==> src/rtl/xs_pkg.sv <==
package xs_pkg;

    localparam logic [2:0] MODE_SINGLE = 3'b100;

    // control byte, most significant field first
    typedef struct packed {
        logic [2:0] mode;
        logic       byte_sz;
        logic       src_keep;
        logic       dst_keep;
        logic       src_inc;
        logic       dst_inc;
    } ctrl_t;

    typedef enum logic [1:0] {
        ST_IDLE  = 2'd0,
        ST_READ  = 2'd1,
        ST_WRITE = 2'd2
    } state_t;

    function automatic logic ctrl_ok(input ctrl_t c);
        return (c.mode == MODE_SINGLE) &&
               (c.src_keep == c.src_inc) &&
               (c.dst_keep == c.dst_inc);
    endfunction

endpackage

==> src/rtl/xs_ctrl_decode.sv <==
module xs_ctrl_decode
    import xs_pkg::*;
(
    input  logic [7:0] raw,
    output ctrl_t      fields,
    output logic       valid
);
    always_comb begin
        fields = ctrl_t'(raw);
        valid  = ctrl_ok(fields);
    end
endmodule

==> src/rtl/xs_addr_unit.sv <==
module xs_addr_unit #(
    parameter int AW = 16
) (
    input  logic          clk,
    input  logic          rst,
    input  logic          load,
    input  logic [AW-1:0] load_addr,
    input  logic          advance,
    input  logic          keep,
    input  logic          inc,
    input  logic          byte_sz,
    output logic [AW-1:0] cur
);
    localparam int PADW = AW - 2;

    logic [AW-1:0] cur_q, base_q, step;

    assign step = {{PADW{1'b0}}, ~byte_sz, byte_sz};

    always_ff @(posedge clk) begin
        if (rst) begin
            cur_q  <= '0;
            base_q <= '0;
        end else if (load) begin
            cur_q  <= load_addr;
            base_q <= load_addr;
        end else if (advance) begin
            if (keep)
                cur_q <= inc ? cur_q + step : cur_q;
            else
                cur_q <= base_q;
        end
    end

    assign cur = cur_q;
endmodule

==> src/rtl/xs_seq.sv <==
module xs_seq
    import xs_pkg::*;
#(
    parameter int CW = 8,
    parameter int DW = 16
) (
    input  logic          clk,
    input  logic          rst,
    input  logic          load,
    input  logic [CW-1:0] load_count,
    input  logic          cfg_valid,
    input  logic          byte_sz,
    input  logic          req,
    input  logic          misaligned,
    input  logic [DW-1:0] rdata,
    output state_t        state,
    output logic [DW-1:0] data,
    output logic          irq,
    output logic          err
);
    localparam int HIW = DW - 8;

    state_t        state_q;
    logic [CW-1:0] count_q;
    logic          active_q, pend_q, err_q, irq_q;
    logic [DW-1:0] data_q;
    logic          start;

    assign start = (state_q == ST_IDLE) && active_q && (req || pend_q);

    always_ff @(posedge clk) begin
        if (rst) begin
            state_q  <= ST_IDLE;
            count_q  <= '0;
            active_q <= 1'b0;
            pend_q   <= 1'b0;
            err_q    <= 1'b0;
            irq_q    <= 1'b0;
            data_q   <= '0;
        end else begin
            irq_q <= 1'b0;
            if (load) begin
                count_q  <= load_count;
                active_q <= cfg_valid && (load_count != '0);
                err_q    <= ~cfg_valid;
                pend_q   <= 1'b0;
            end else begin
                case (state_q)
                    ST_IDLE: begin
                        if (start) begin
                            pend_q <= 1'b0;
                            if (misaligned) begin
                                err_q    <= 1'b1;
                                active_q <= 1'b0;
                            end else begin
                                state_q <= ST_READ;
                            end
                        end
                    end
                    ST_READ: begin
                        data_q  <= byte_sz ? {{HIW{1'b0}}, rdata[7:0]} : rdata;
                        state_q <= ST_WRITE;
                        if (req) pend_q <= 1'b1;
                    end
                    ST_WRITE: begin
                        state_q <= ST_IDLE;
                        count_q <= count_q - 1'b1;
                        if (req) pend_q <= 1'b1;
                        if (count_q == {{(CW-1){1'b0}}, 1'b1}) begin
                            active_q <= 1'b0;
                            irq_q    <= 1'b1;
                            pend_q   <= 1'b0;
                        end
                    end
                    default: state_q <= ST_IDLE;
                endcase
            end
        end
    end

    assign state = state_q;
    assign data  = data_q;
    assign irq   = irq_q;
    assign err   = err_q;
endmodule

==> src/rtl/xfer_server.sv <==
module xfer_server
    import xs_pkg::*;
#(
    parameter int AW = 16,
    parameter int DW = 16,
    parameter int CW = 8
) (
    input  logic          clk,
    input  logic          rst,
    input  logic          load,
    input  logic [CW-1:0] load_count,
    input  logic [7:0]    load_ctrl,
    input  logic [AW-1:0] load_src,
    input  logic [AW-1:0] load_dst,
    input  logic          req,
    output logic          mem_rd,
    output logic          mem_wr,
    output logic [AW-1:0] mem_addr,
    output logic          mem_byte,
    output logic [DW-1:0] mem_wdata,
    input  logic [DW-1:0] mem_rdata,
    output logic          done_irq,
    output logic          err,
    output logic          busy
);
    localparam int NSIDE = 2;   // 0: source, 1: destination

    ctrl_t         dec;
    logic          dec_ok;
    state_t        state;
    logic          load_acc;
    logic          byte_q;
    logic [NSIDE-1:0] keep_q, inc_q;
    logic [AW-1:0] side_load [NSIDE];
    logic [AW-1:0] side_cur  [NSIDE];
    logic          misaligned;

    xs_ctrl_decode u_dec (.raw(load_ctrl), .fields(dec), .valid(dec_ok));

    assign load_acc = load && (state == ST_IDLE);

    always_ff @(posedge clk) begin
        if (rst) begin
            byte_q <= 1'b0;
            keep_q <= '0;
            inc_q  <= '0;
        end else if (load_acc) begin
            byte_q <= dec.byte_sz;
            keep_q <= {dec.dst_keep, dec.src_keep};
            inc_q  <= {dec.dst_inc, dec.src_inc};
        end
    end

    assign side_load[0] = load_src;
    assign side_load[1] = load_dst;

    for (genvar i = 0; i < NSIDE; i++) begin : g_side
        xs_addr_unit #(.AW(AW)) u_addr (
            .clk      (clk),
            .rst      (rst),
            .load     (load_acc),
            .load_addr(side_load[i]),
            .advance  (state == ST_WRITE),
            .keep     (keep_q[i]),
            .inc      (inc_q[i]),
            .byte_sz  (byte_q),
            .cur      (side_cur[i])
        );
    end

    assign misaligned = ~byte_q && (side_cur[0][0] || side_cur[1][0]);

    xs_seq #(.CW(CW), .DW(DW)) u_seq (
        .clk       (clk),
        .rst       (rst),
        .load      (load_acc),
        .load_count(load_count),
        .cfg_valid (dec_ok),
        .byte_sz   (byte_q),
        .req       (req),
        .misaligned(misaligned),
        .rdata     (mem_rdata),
        .state     (state),
        .data      (mem_wdata),
        .irq       (done_irq),
        .err       (err)
    );

    assign mem_rd   = (state == ST_READ);
    assign mem_wr   = (state == ST_WRITE);
    assign mem_addr = (state == ST_WRITE) ? side_cur[1] : side_cur[0];
    assign mem_byte = byte_q;
    assign busy     = (state != ST_IDLE);
endmodule

==> config.mk <==
export PLATFORM = sky130hd
export DESIGN_NAME = xfer_server
export DESIGN_NICKNAME = d
export VERILOG_FILES = /design/src/rtl/xs_pkg.sv /design/src/rtl/xs_ctrl_decode.sv /design/src/rtl/xs_addr_unit.sv /design/src/rtl/xs_seq.sv /design/src/rtl/xfer_server.sv
export SDC_FILE = /design/constraint.sdc
export NUM_CORES = 1
export LEC_CHECK = 0
export BUFFER_PORTS_ARGS = -buffer_cell sky130_fd_sc_hd__buf_2
export CORE_ASPECT_RATIO = 2
export CORE_UTILIZATION = 40
export DETAILED_ROUTE_END_ITERATION = 7
export GPL_ROUTABILITY_DRIVEN = 1
export MAX_ROUTING_LAYER = met4
export PLACE_DENSITY = 0.63
export SYNTH_ARGS = -nofsm -noshare
export SYNTH_HDL_FRONTEND = slang
export SYNTH_HIERARCHICAL = 1
export SYNTH_SLANG_ARGS = --single-unit
export TNS_END_PERCENT = 50
==> constraint.sdc <==
create_clock -name clk -period 2.4 [get_ports clk]
set_input_delay 0.24 -clock clk [delete_from_list [all_inputs] [get_ports clk]]
set_output_delay 0.24 -clock clk [all_outputs]
set_load 0.005 [all_outputs]
# ---- Yosys cells after proc, flatten, opt, wreduce, memory -nomap -nowiden
# Cells that the tools add are included.
dict set report word_totals {
  register_bits 99
  latchBits 0
  ramBits 0
  rom_bits 0
  inputBits 68
  output_inout_bits 38
  elab_cells 90
  n_memories 0
}
dict set report classes {
  n_addsub 3
  mul 0
  div_mod_pow 0
  n_lt_le_gt_ge 0
  eq_ne 13
  n_shift 0
  n_mux 29
  bitwise_logic 4
  n_reduce_logical 27
}
# operator n
set op_table {}
lappend op_table {{16-bit two-way mux} 10}
lappend op_table {{16-bit by 2-bit adder with 16-bit output} 2}
lappend op_table {{8-bit two-way mux} 2}
lappend op_table {{1-bit two-way mux} 12}
lappend op_table {{3-bit by 1-bit inequality test with 1-bit output (second input constant)} 4}
lappend op_table {{2-bit nonzero test} 5}
lappend op_table {{8-bit by 1-bit == test with 1-bit output (second input constant)} 1}
lappend op_table {{2-bit AND reduction} 4}
lappend op_table {{8-bit nonzero test} 1}
lappend op_table {{8-bit by 1-bit subtractor with 8-bit output (second input constant)} 1}
lappend op_table {{1-bit logical AND} 7}
lappend op_table {{3-bit AND reduction} 2}
lappend op_table {{3-bit nonzero test} 2}
lappend op_table {{2-bit two-way mux} 2}
lappend op_table {{1-bit inverter} 4}
lappend op_table {{2-bit one-hot mux with 2 select lines} 1}
lappend op_table {{4-bit AND reduction} 1}
lappend op_table {{3-bit == test (second input constant)} 1}
lappend op_table {{3-bit by 2-bit inequality test with 1-bit output (second input constant)} 1}
lappend op_table {{1-bit one-hot mux with 3 select lines} 1}
lappend op_table {{3-bit OR reduction} 1}
lappend op_table {{1-bit == test} 2}
lappend op_table {{2-bit by 1-bit == test with 1-bit output (second input constant)} 1}
lappend op_table {{2-bit == test (second input constant)} 1}
lappend op_table {{6 further kinds} 7}

# ---- Longest topological paths before layout
# Gate-level depths: netlist of the first run.
dict set report depth {
  ltp_word 6
  mapped_depth 8
  mapped_depth_nobuf 6
}

# ---- Hierarchy
# The synthesis of the first run kept the hierarchy.
# module n_inst cells_each area_per_inst_um2
set modules_own_cells {}
lappend modules_own_cells {xs_addr_unit 2 233 1824.2}
lappend modules_own_cells {xs_seq 1 166 1385.1}
lappend modules_own_cells {xfer_server 1 44 461.7}
lappend modules_own_cells {xs_ctrl_decode 1 12 90.1}

# ---- Worst setup path before layout of the first run
# No wires, ideal clock.
dict set report synth_timing {
  path_type {register to register}
  from {reg byte_q, in the netlist mem_byte}
  to {reg g_side[0].u_addr.cur_q[15]}
  setup_time_ns 0.091
  t_arrival_ns 2.225
  path_slack_ns 0.084
  path_stages_with_launch 8
  path_buffers 1
  cell_sequence {dfxtp_1 -> inv_1 -> ha_1 -> a21oi_1 -> or3_1 -> buf_2 -> or4_1 -> a311oi_1}
}
dict set report synth_between {
  elab_chain_len 6
}
# item line
set synth_rtl {}
lappend synth_rtl {{start, declared} xfer_server.sv:32} ;# logic byte_q;
lappend synth_rtl {{start signal, assigned} xfer_server.sv:48} ;# byte_q <= dec.byte_sz;
lappend synth_rtl {{1-bit inverter} xs_addr_unit.sv:18} ;# assign step = {{PADW{1'b0}}, ~byte_sz, byte_sz};
lappend synth_rtl {{16-bit by 2-bit adder with 16-bit output (*)} xs_addr_unit.sv:29} ;# cur_q <= inc ? cur_q + step : cur_q;
lappend synth_rtl {{16-bit two-way mux (*)} xs_addr_unit.sv:29}
lappend synth_rtl {{16-bit two-way mux (*)} xs_addr_unit.sv:28} ;# if (keep)
lappend synth_rtl {{16-bit two-way mux (*)} xs_addr_unit.sv:27} ;# end else if (advance) begin
lappend synth_rtl {{16-bit two-way mux (*)} xs_addr_unit.sv:24} ;# end else if (load) begin
lappend synth_rtl {{end signal, assigned} xs_addr_unit.sv:25} ;# cur_q <= load_addr;
lappend synth_rtl {{end signal, assigned} xs_addr_unit.sv:29}
lappend synth_rtl {{end signal, assigned} xs_addr_unit.sv:31} ;# cur_q <= base_q;
lappend synth_rtl {{end, declared} xs_addr_unit.sv:16} ;# logic [AW-1:0] cur_q, base_q, step;
# Mark *: on every way between the ends. The rest lies on a longest branch, timed or not. The select of a mux whose other input is x is not followed.
# A chain may end at the register's enable or synchronous reset.

# ---- Worst setup path after layout of the first run
dict set report layout_timing {
  from {reg byte_q, in the netlist mem_byte}
  to {reg g_side[0].u_addr.cur_q[10]}
}
# The elaborated chain is that of the path after synthesis.

==> flow_summary.json, run 1 <==
{
  "fmax_mhz": 458,
  "detail_route.vias_per_cell": 5.78,
  "drt_iter0_drc": 337,
  "port_buffers": 105,
  "syn_to_final_growth_pct": 20.0,
  "clk_pin_slew_ns": 0.07,
  "dieArea_sq_um": 14400,
  "finalSetupTns_ns": 0,
  "core_area_sq_um": 13500,
  "insertion_delay_ns": 0.35,
  "cts_tree": "yes",
  "fp.dieW_microns": 85.4,
  "cts_root_buf": "clkbuf_16",
  "cp-start-kind": "register",
  "grt_pass1_vias": 5280,
  "ys_warn_count": 6,
  "rr_endpoint": "g_side[0].u_addr/cur[10]",
  "syn_inst": 685,
  "p_sw_share_pct": 25.6,
  "p_sw_mw": 0.987,
  "worst_pin_slew_ns": 1.03,
  "worstPathMaxFanout": 7,
  "drtPass1Iterations": 7,
  "p_per_area_nw_per_um2": 577,
  "p_int_mw": 2.87,
  "r2r_slack_ns": 0.22,
  "num_vias": 5457,
  "layout_min_cycle_time_ns": 2.18,
  "violations": "DRC",
  "grt_usage_pct": 23.9,
  "power_frac_comb_pct": 13.0,
  "clkSinkCount": 99,
  "grt-ovfl-total": 0,
  "h-tree-depth": 3,
  "antenna_left": 0,
  "antenna_found_initial": 0,
  "critical_path_class": "reg -> reg",
  "ir_drop_mv": 0.340,
  "fin_crit_sh_pct": 91.0,
  "min_path_type": "in -> reg",
  "status": "complete, but fails checks",
  "cts_inserted_buffers": 9,
  "rsz0062_at_grt": "no",
  "wl_microns": 16500,
  "seq_power_share_pct": 47.0,
  "ioPinCount": 106,
  "drc": 1,
  "leakage_nw": 2.59,
  "post-place-ws_ns": 0.229,
  "syn_area_sq_um": 5560,
  "drv_slew": 0,
  "start_util_pct": 41.2,
  "dpl.cell_count": 925,
  "wl_per_cell_microns": 17.5,
  "pwr-share-clk_pct": 40.0,
  "detailed_place_hpwl_microns": 12500,
  "r2r-start": "mem_byte",
  "end_kind": "register",
  "cts_max_path_buffers": 2,
  "synth_nets": 766,
  "worst_slack_ns": 0.217,
  "rows": 60,
  "crit_start": "mem_byte",
  "die_h_microns": 169,
  "fin_cells": 944,
  "maxSlewHeadroom_pct": 31.4,
  "cp.required_ns": 2.68,
  "p_total_mw": 3.85,
  "critPathCapture": "g_side[0].u_addr/cur[10]",
  "place.gp.congestion": 0.972,
  "hold_viol": 0,
  "reg2regPathDepth": 6,
  "final_layout_size_suffix_gt1_share_pct": 22.9,
  "grt_pass1_wl_microns": 26200,
  "drv_cap": 0,
  "layout.nets": 866,
  "setup_viol_count_final": 0,
  "place_area_sq_um": 6330,
  "fin_worst_skew_ns": 0.0103,
  "cp.arrival_ns": 2.46,
  "grt_max_degree": 45,
  "diodes": 0,
  "cts_resized": 0,
  "syn_avg_cell_area_sq_um": 8.12,
  "fin_area_sq_um": 6670
}
worst max-delay path: stages, from the launching register on:
cell and delay [ns]:
dfxtp_1 0.43, ha_1 0.23, fa_1 0.24, nand4_1 0.29
or4_1 0.55, a31o_2 0.25, o21ai_1 0.13
area by class of cell:
cell class	count	area (sq um)
clock buffers	11	233
clock inverters	4	76.3
fillers	1340	6840
inverters	19	71.3
multi-input cells	516	3290
flip-flops and latches	99	1980
well taps	155	194
repair buffers	140	828
repair_timing:
| item | CTS | global route |
|---|---|---|
| hold buffers | 0 | 0 |
| setup endpoints to repair | 0 | 7 |
| buffers inserted | 0 | 4 |
power groups by stage:
stage,sequential [mW],clock [mW],combinational (mW)
after global routing,1.82,1.64,0.552
after CTS,1.81,1.57,0.503
after global placement,1.84,0,0.491
final,1.81,1.54,0.502
after floorplan,1.82,0,0.309
after detailed placement,1.84,0,0.501
through the flow:
step	hold WS (ns)	util (%)
2_1_floorplan	0.376	-
3_5_place_dp	0.442	46.9
4_1_cts	0.125	49.2
3_3_place_gp	0.437	46.9
5_1_grt	0.136	49.4
6_report	0.132	49.4
registers in the layout, indices dropped and copies added (netlist names):
| register | count |
|---|---|
| u_seq/count_q | 8 |
| u_seq/pend_q | 1 |
| mem_byte | 1 |
| u_seq/err | 1 |
| inc_q | 2 |
| u_seq/irq | 1 |
| keep_q | 2 |
| u_seq/active_q | 1 |
| u_seq/data | 16 |
| g_side.u_addr/base_q | 32 |
| u_seq/state | 2 |
| g_side.u_addr/cur | 32 |
per-layer routing:
layer	track usage, %	part of all wire, %	routed length [microns]
met1	23.5	37	6100
met4	14.2	5.1	841
met2	44.0	54	8990
met5	-	0	0
met3	3.17	3.5	570
worst min path at each step:
stage,from,to,slack (ns),depth (start not counted)
2_1_floorplan,mem_rdata[0],u_seq/data[0],0.38,2
3_3_place_gp,u_seq/data[9],u_seq/data[9],0.44,2
3_5_place_dp,u_seq/data[10],u_seq/data[10],0.44,2
4_1_cts,mem_rdata[5],u_seq/data[5],0.13,3
5_1_grt,mem_rdata[4],u_seq/data[4],0.14,3
6_report,mem_rdata[2],u_seq/data[2],0.13,3
layout by cell type (no fill, tap or decap), types with 3 or more instances in the layout:
| cell type | instances |
|---|---|
| a211o_1 | 9 |
| a211oi_1 | 11 |
| a21oi_1 | 86 |
| a221oi_1 | 7 |
| a311oi_1 | 3 |
| buf_12 | 3 |
| buf_2 | 104 |
| buf_4 | 33 |
| clkbuf_16 | 9 |
| dfxtp_1 | 99 |
| ha_1 | 11 |
| inv_1 | 19 |
| mux2_2 | 16 |
| mux2i_1 | 24 |
| nand2_1 | 71 |
| nand2b_1 | 44 |
| nand3_1 | 15 |
| nand3b_1 | 8 |
| nand4_1 | 8 |
| nor2_1 | 47 |
| nor2b_1 | 11 |
| nor3_1 | 12 |
| nor3b_1 | 8 |
| nor4_1 | 18 |
| o211ai_1 | 5 |
| o21a_1 | 5 |
| o21ai_0 | 14 |
| o22ai_1 | 6 |
| o31a_1 | 8 |
| o31ai_1 | 7 |
| o32ai_1 | 4 |
| or2_2 | 3 |
| or3_1 | 5 |
| or4_1 | 4 |
| xnor2_1 | 7 |
| xor2_1 | 3 |
Power figures use the tool's default switching activity.
==> run 2, diff against run 1 <==
--- a/config.mk
+++ b/config.mk
@@ -7,11 +7,12 @@
 export LEC_CHECK = 0
 export BUFFER_PORTS_ARGS = -buffer_cell sky130_fd_sc_hd__buf_2
 export CORE_ASPECT_RATIO = 2
-export CORE_UTILIZATION = 40
+export CORE_UTILIZATION = 55
 export DETAILED_ROUTE_END_ITERATION = 7
 export GPL_ROUTABILITY_DRIVEN = 1
 export MAX_ROUTING_LAYER = met4
-export PLACE_DENSITY = 0.63
+export PLACE_DENSITY = 0.79
+export SETUP_SLACK_MARGIN = 0.3
 export SYNTH_ARGS = -nofsm -noshare
 export SYNTH_HDL_FRONTEND = slang
 export SYNTH_HIERARCHICAL = 1
==> constraint.sdc (replaced) <==
create_clock -name clk -period 2.8 [get_ports clk]
set_input_delay 0.28 -clock clk [delete_from_list [all_inputs] [get_ports clk]]
set_output_delay 0.28 -clock clk [all_outputs]
set_load 0.005 [all_outputs]
==> run 2 against run 1 <==
Effect of this change: the flow now finishes without violations; global-route usage increased by 6.8 points; clock power decreased by 18%; largest cell class unchanged; critical path type is now reg -> out; critical path depth is 2 lower.
==> flow_summary.json, run 2 (same netlist as run 1, synthesis figures left out) <==
{
  "fin_crit_sh_pct": 83.6,
  "p_per_area_nw_per_um2": 497,
  "ir_drop_mv": 0.380,
  "gr-usage-met2_pct": 54.8,
  "hold_viol": 0,
  "fin_hold_ws_ns": 0.169,
  "core_area_sq_um": 9760,
  "grt-ovfl-total": 0,
  "syn_to_final_growth_pct": 16.8,
  "detailed_place_hpwl_microns": 11000,
  "cp_cell_sequence": "nor2b_4, buf_4, mux2_2, buf_2",
  "worstPathMaxFanout": 12,
  "cpMaxStageDelayCell": "dfxtp_1",
  "drc": 0,
  "die_h_microns": 144,
  "final_common_cell": "buf_2",
  "layout.nets": 851,
  "cts_root_buf": "clkbuf_16",
  "status": "finished, final reports clean",
  "fp.dieW_microns": 73.1,
  "layout_common_cells": "buf_2 (104), dfxtp_1 (99), a21oi_1 (86)",
  "nFillCells": 832,
  "seq_power_share_pct": 48.2,
  "grtUsageMet1_pct": 31.7,
  "worst_pin_slew_ns": 1.12,
  "end_kind": "output pin",
  "grt_usage_pct": 30.7,
  "cts_setup_buffers": 0,
  "num_vias": 5493,
  "h-tree-depth": 3,
  "diodes": 0,
  "cts_max_path_buffers": 2,
  "grt_max_degree": 110,
  "fmax_mhz": 427,
  "top_usage_layer": "met2",
  "rows": 51,
  "grt_pass1_vias": 5166,
  "wl_per_cell_microns": 17.2,
  "port_buffers": 105,
  "drt_iter0_drc": 392,
  "finalSetupTns_ns": 0,
  "p_sw_share_pct": 25.2,
  "maxSlewHeadroom_pct": 25.4,
  "layout_min_cycle_time_ns": 2.34,
  "wl_microns": 15500,
  "dieArea_sq_um": 10500,
  "power_frac_comb_pct": 12.5,
  "clkSinkCount": 99,
  "min_path_type": "in -> reg",
  "hold_buffers": 0,
  "cts_tree": "yes",
  "final_layout_size_suffix_gt1_share_pct": 21.6,
  "cp.required_ns": 2.52,
  "grt_pass1_wl_microns": 24300,
  "antenna_left": 0,
  "cpPeakStageDelay_ns": 0.52,
  "drv_slew": 0,
  "crit_family": "flip-flops",
  "cp.arrival_ns": 2.06,
  "drtPass1Iterations": 5,
  "leakage_nw": 2.51,
  "place.gp.congestion": 0.998,
  "gr-usage-met3_pct": 4.32,
  "critical_path_class": "reg -> out",
  "insertion_delay_ns": 0.35,
  "setup_viol_count_final": 0,
  "detail_route.vias_per_cell": 6.07,
  "rsz0062_at_grt": "no",
  "start_util_pct": 57.0,
  "p_sw_mw": 0.813,
  "antenna_found_initial": 0,
  "cp-start-kind": "register",
  "clk_pin_slew_ns": 0.06,
  "pwr-share-clk_pct": 39.3,
  "cts_inserted_buffers": 9,
  "ioPinCount": 106,
  "drv_cap": 0,
  "p_int_mw": 2.42,
  "fin_worst_skew_ns": 0.00542,
  "cts_resized": 0,
  "worstPathBufferInverterCount": 2
}
-- run 2: cell types whose count changed in the layout (fill, tap and decap cells not counted) --
cell / change
buf_4: -14
clkinv_4: -1
clkinv_2: +1
nor2b_2: +1
bufinv_16: -1
buf_12: -2
clkbuf_1: -2
clkinvlp_4: -1
clkbuf_8: +3
-- run 2: metrics by stage --
step / total power, mW / util, % / worst slack, ns / cell area (sq um) / std cells
after CTS: 3.24 / 66.5 / 0.311 / 6490 / 904
after global routing: 3.35 / 66.6 / 0.365 / 6500 / 905
after global placement: 1.97 / 63.4 / 0.649 / 6190 / 890
after floorplan: 1.82 / - / 0.484 / 5560 / 685
final: 3.23 / 66.6 / 0.459 / 6500 / 905
after detailed placement: 1.98 / 63.4 / 0.481 / 6190 / 890
-- run 2: worst paths after layout --
kind / startpoint / to / slack, ns / cells after the start
worst max register to register: mem_byte / g_side[0].u_addr/cur[15] / 0.52 / 6
worst min register to register: u_seq/data[14] / u_seq/data[14] / 0.45 / 2
worst max-delay path: u_seq/state[1] / mem_addr[15] / 0.46 / 4
worst min-delay path: mem_rdata[2] / u_seq/data[2] / 0.17 / 3
-- run 2: cell type report --
| cell class | count | area, sq um | area share [%] |
|---|---|---|---|
| multi-input combinational | 517 | 3300 | 50.7 |
| sequential | 99 | 1980 | 30.5 |
| timing repair buffer | 124 | 683 | 10.5 |
| clock buffer | 12 | 267 | 4.10 |
| tap | 132 | 165 | 2.54 |
| inverter | 19 | 71.3 | 1.10 |
| clock inverter | 2 | 35.0 | 0.539 |
-- run 2: metal layers --
layer / vias to the layer above / part of all wire, %
met3: 66 / 5.5
met2: 226 / 53
met1: 2567 / 37
met4: 0 / 4.7
met5: - / 0
li1: 2634 / -
-- run 2: worst min-delay path, delay by kind of cell --
family / cells / cell delay [ns]
buf+inv: 1 / 0.09
simple gates: 1 / 0.04
compound gates: 1 / 0.05
-- run 2: power by group through the flow --
stage / sequential [mW] / combinational, mW / clock (mW)
after global routing: 1.56 / 0.444 / 1.35
final: 1.56 / 0.404 / 1.27
after global placement: 1.58 / 0.388 / 0
after detailed placement: 1.58 / 0.399 / 0
after floorplan: 1.56 / 0.265 / 0
after CTS: 1.55 / 0.402 / 1.29
==> run 3, diff against run 2 <==
--- a/config.mk
+++ b/config.mk
@@ -5,13 +5,14 @@
 export SDC_FILE = /design/constraint.sdc
 export NUM_CORES = 1
 export LEC_CHECK = 0
+export ABC_AREA = 1
 export BUFFER_PORTS_ARGS = -buffer_cell sky130_fd_sc_hd__buf_2
 export CORE_ASPECT_RATIO = 2
-export CORE_UTILIZATION = 55
+export CORE_UTILIZATION = 51
 export DETAILED_ROUTE_END_ITERATION = 7
 export GPL_ROUTABILITY_DRIVEN = 1
 export MAX_ROUTING_LAYER = met4
-export PLACE_DENSITY = 0.79
+export PLACE_DENSITY = 0.77
 export SETUP_SLACK_MARGIN = 0.3
 export SYNTH_ARGS = -nofsm -noshare
 export SYNTH_HDL_FRONTEND = slang
==> constraint.sdc (replaced) <==
create_clock -name clk -period 2.11 [get_ports clk]
set_input_delay 0.211 -clock clk [delete_from_list [all_inputs] [get_ports clk]]
set_output_delay 0.211 -clock clk [all_outputs]
set_load 0.005 [all_outputs]
==> run 3 against run 2 <==
Effect of this change: sequential share of layout area is essentially flat; sequential power is 34% higher; routed wire length fell by 3.8%; register-to-register slack got worse by 0.16 ns; clock skew decreased by 0.00063 ns; count of clock-buffer cells in the layout unchanged; area after synthesis up 1.3%; synthesized cell count rose by 26%; worst setup slack worse by 0.099 ns; critical path type is now reg -> reg; critical endpoint is now g_side[1].u_addr/cur[4]; first-iteration DRC count decreased by 18%.
==> flow_summary.json, run 3 <==
{
  "cts_root_buf": "clkbuf_16",
  "wl_per_cell_microns": 13.6,
  "highest_layer": "met4",
  "place.gp.congestion": 0.932,
  "ys_warn_count": 6,
  "detailed_place_hpwl_microns": 11000,
  "rows": 54,
  "rsz0062_at_grt": "yes",
  "fin_cells": 1095,
  "antenna_left": 0,
  "syn_area_sq_um": 5640,
  "multi_input_area_sq_um": 3140,
  "cp.required_ns": 2.34,
  "final_common_cell": "nand2_1",
  "drtPass1Iterations": 5,
  "cp.arrival_ns": 1.98,
  "drc": 0,
  "p_total_mw": 4.33,
  "antenna_found_initial": 0,
  "p_sw_share_pct": 28.9,
  "status": "finished, final reports clean",
  "h-tree-depth": 3,
  "wl_met2_microns": 8230,
  "drv_slew": 0,
  "setup_viol_count_final": 0,
  "register_area_sq_um": 1990,
  "final_layout_size_suffix_gt1_share_pct": 18.3,
  "drv_cap": 0,
  "hold_buffers": 0,
  "drt_iter0_drc": 320,
  "die_h_microns": 151,
  "pwr-share-clk_pct": 35.8,
  "nFillCells": 1082,
  "clkSinkCount": 99,
  "cp_cell_sequence": "ha_1, fa_1, nand2_2, nor2_4, xnor2_1, nand2_1, o211ai_1, a21oi_1",
  "diodes": 0,
  "critical_path_class": "reg -> reg",
  "cts_tree": "yes",
  "layout.nets": 1031,
  "num_vias": 5817,
  "port_buffers": 105,
  "start_util_pct": 52.2,
  "ir_drop_mv": 0.620,
  "syn_avg_cell_area_sq_um": 6.54,
  "finalSetupTns_ns": 0,
  "min_path_type": "in -> reg",
  "wl_met3_microns": 683,
  "cpMaxStageDelayCell": "fa_1",
  "wl_microns": 14900,
  "fin_crit_sh_pct": 82.9,
  "detail_route.vias_per_cell": 5.31,
  "seq_power_share_pct": 48.4,
  "worstPathMaxFanout": 8,
  "core_area_sq_um": 10800,
  "grt_pass1_vias": 5370,
  "grt_usage_pct": 27.1,
  "cp-start-kind": "register",
  "met1Wirelength_microns": 5600,
  "syn_to_final_growth_pct": 15.6,
  "cpPeakStageDelay_ns": 0.42,
  "cts_max_path_buffers": 2,
  "clk_pin_slew_ns": 0.07,
  "p_sw_mw": 1.25,
  "worst_pin_slew_ns": 0.451,
  "dieArea_sq_um": 11500,
  "dpl.cell_count": 1075,
  "fp.dieW_microns": 76.3,
  "fmax_mhz": 571,
  "ioPinCount": 106,
  "grt_max_degree": 47,
  "grt_pass1_wl_microns": 24300,
  "synth_nets": 943,
  "layout_min_cycle_time_ns": 1.75,
  "p_per_area_nw_per_um2": 664,
  "grt-ovfl-total": 0,
  "end_kind": "register",
  "cts_inserted_buffers": 9,
  "power_frac_comb_pct": 15.8,
  "leakage_nw": 2.90,
  "fin_worst_skew_ns": 0.00480,
  "insertion_delay_ns": 0.35,
  "hold_viol": 0,
  "maxSlewHeadroom_pct": 69.9,
  "p_int_mw": 3.08,
  "layout_common_cells": "nand2_1 (239), nor2_1 (119), a21oi_1 (108)",
  "syn_inst": 862
}
==> run 3: timing repair <==
action / CTS / global route
hold endpoints to repair: 0 / 0
pin swaps: 0 / 4
gates cloned: 0 / 1
endpoints found under the setup margin: 27 / 29
resized for setup: 2 / 15
buffers inserted: 0 / 3
==> run 3: critical path, delay by kind of cell, from the launching register on <==
kind,cells,cell delay (ns)
flops,1,0.38
simple gates,3,0.28
compound gates,2,0.18
xor+xnor,1,0.13
fa+ha+maj,2,0.65
==> run 3: area by class of cell <==
cell class                 instances  area share [%]
multi-input combinational        657            48.2
sequential                        99            30.5
timing repair buffer             122            10.5
inverter                          61            3.82
clock buffer                      12            3.78
tap                              140            2.69
clock inverter                     4           0.403
==> run 3: final timing paths <==
| kind | from | to | slack [ns] | depth (start not counted) |
|---|---|---|---|---|
| setup / recovery | mem_byte | g_side[1].u_addr/cur[4] | 0.36 | 8 |
| hold / removal | mem_rdata[6] | u_seq/data[6] | 0.09 | 3 |
| setup reg to reg | mem_byte | g_side[1].u_addr/cur[4] | 0.36 | 8 |
| hold reg to reg | g_side[0].u_addr/base_q[5] | g_side[0].u_addr/base_q[5] | 0.46 | 2 |
==> run 3: routing by layer <==
| layer | vias up | GRT usage [%] |
|---|---|---|
| met5 | - | - |
| met4 | 0 | 14.3 |
| met1 | 2653 | 27.1 |
| met2 | 177 | 50.2 |
| li1 | 2958 | - |
| met3 | 29 | 4.06 |
==> run 3: per-stage QoR <==
step / area (sq um) / utilization (%) / hold slack [ns] / setup WS [ns]
2_1_floorplan: 5650 / - / 0.346 / 0.299
3_3_place_gp: 6170 / 57.1 / 0.432 / 0.258
3_5_place_dp: 6170 / 57.1 / 0.441 / 0.201
4_1_cts: 6440 / 59.6 / 0.0749 / 0.287
5_1_grt: 6520 / 60.3 / 0.0847 / 0.280
6_report: 6520 / 60.3 / 0.0864 / 0.360
==> run 3: power groups by stage <==
stage,registers [mW],clock network (mW),logic [mW]
after CTS,2.09,1.57,0.667
after detailed placement,2.13,0,0.662
final,2.09,1.55,0.685
after global placement,2.13,0,0.654
after floorplan,2.10,0,0.476
after global routing,2.11,1.65,0.774
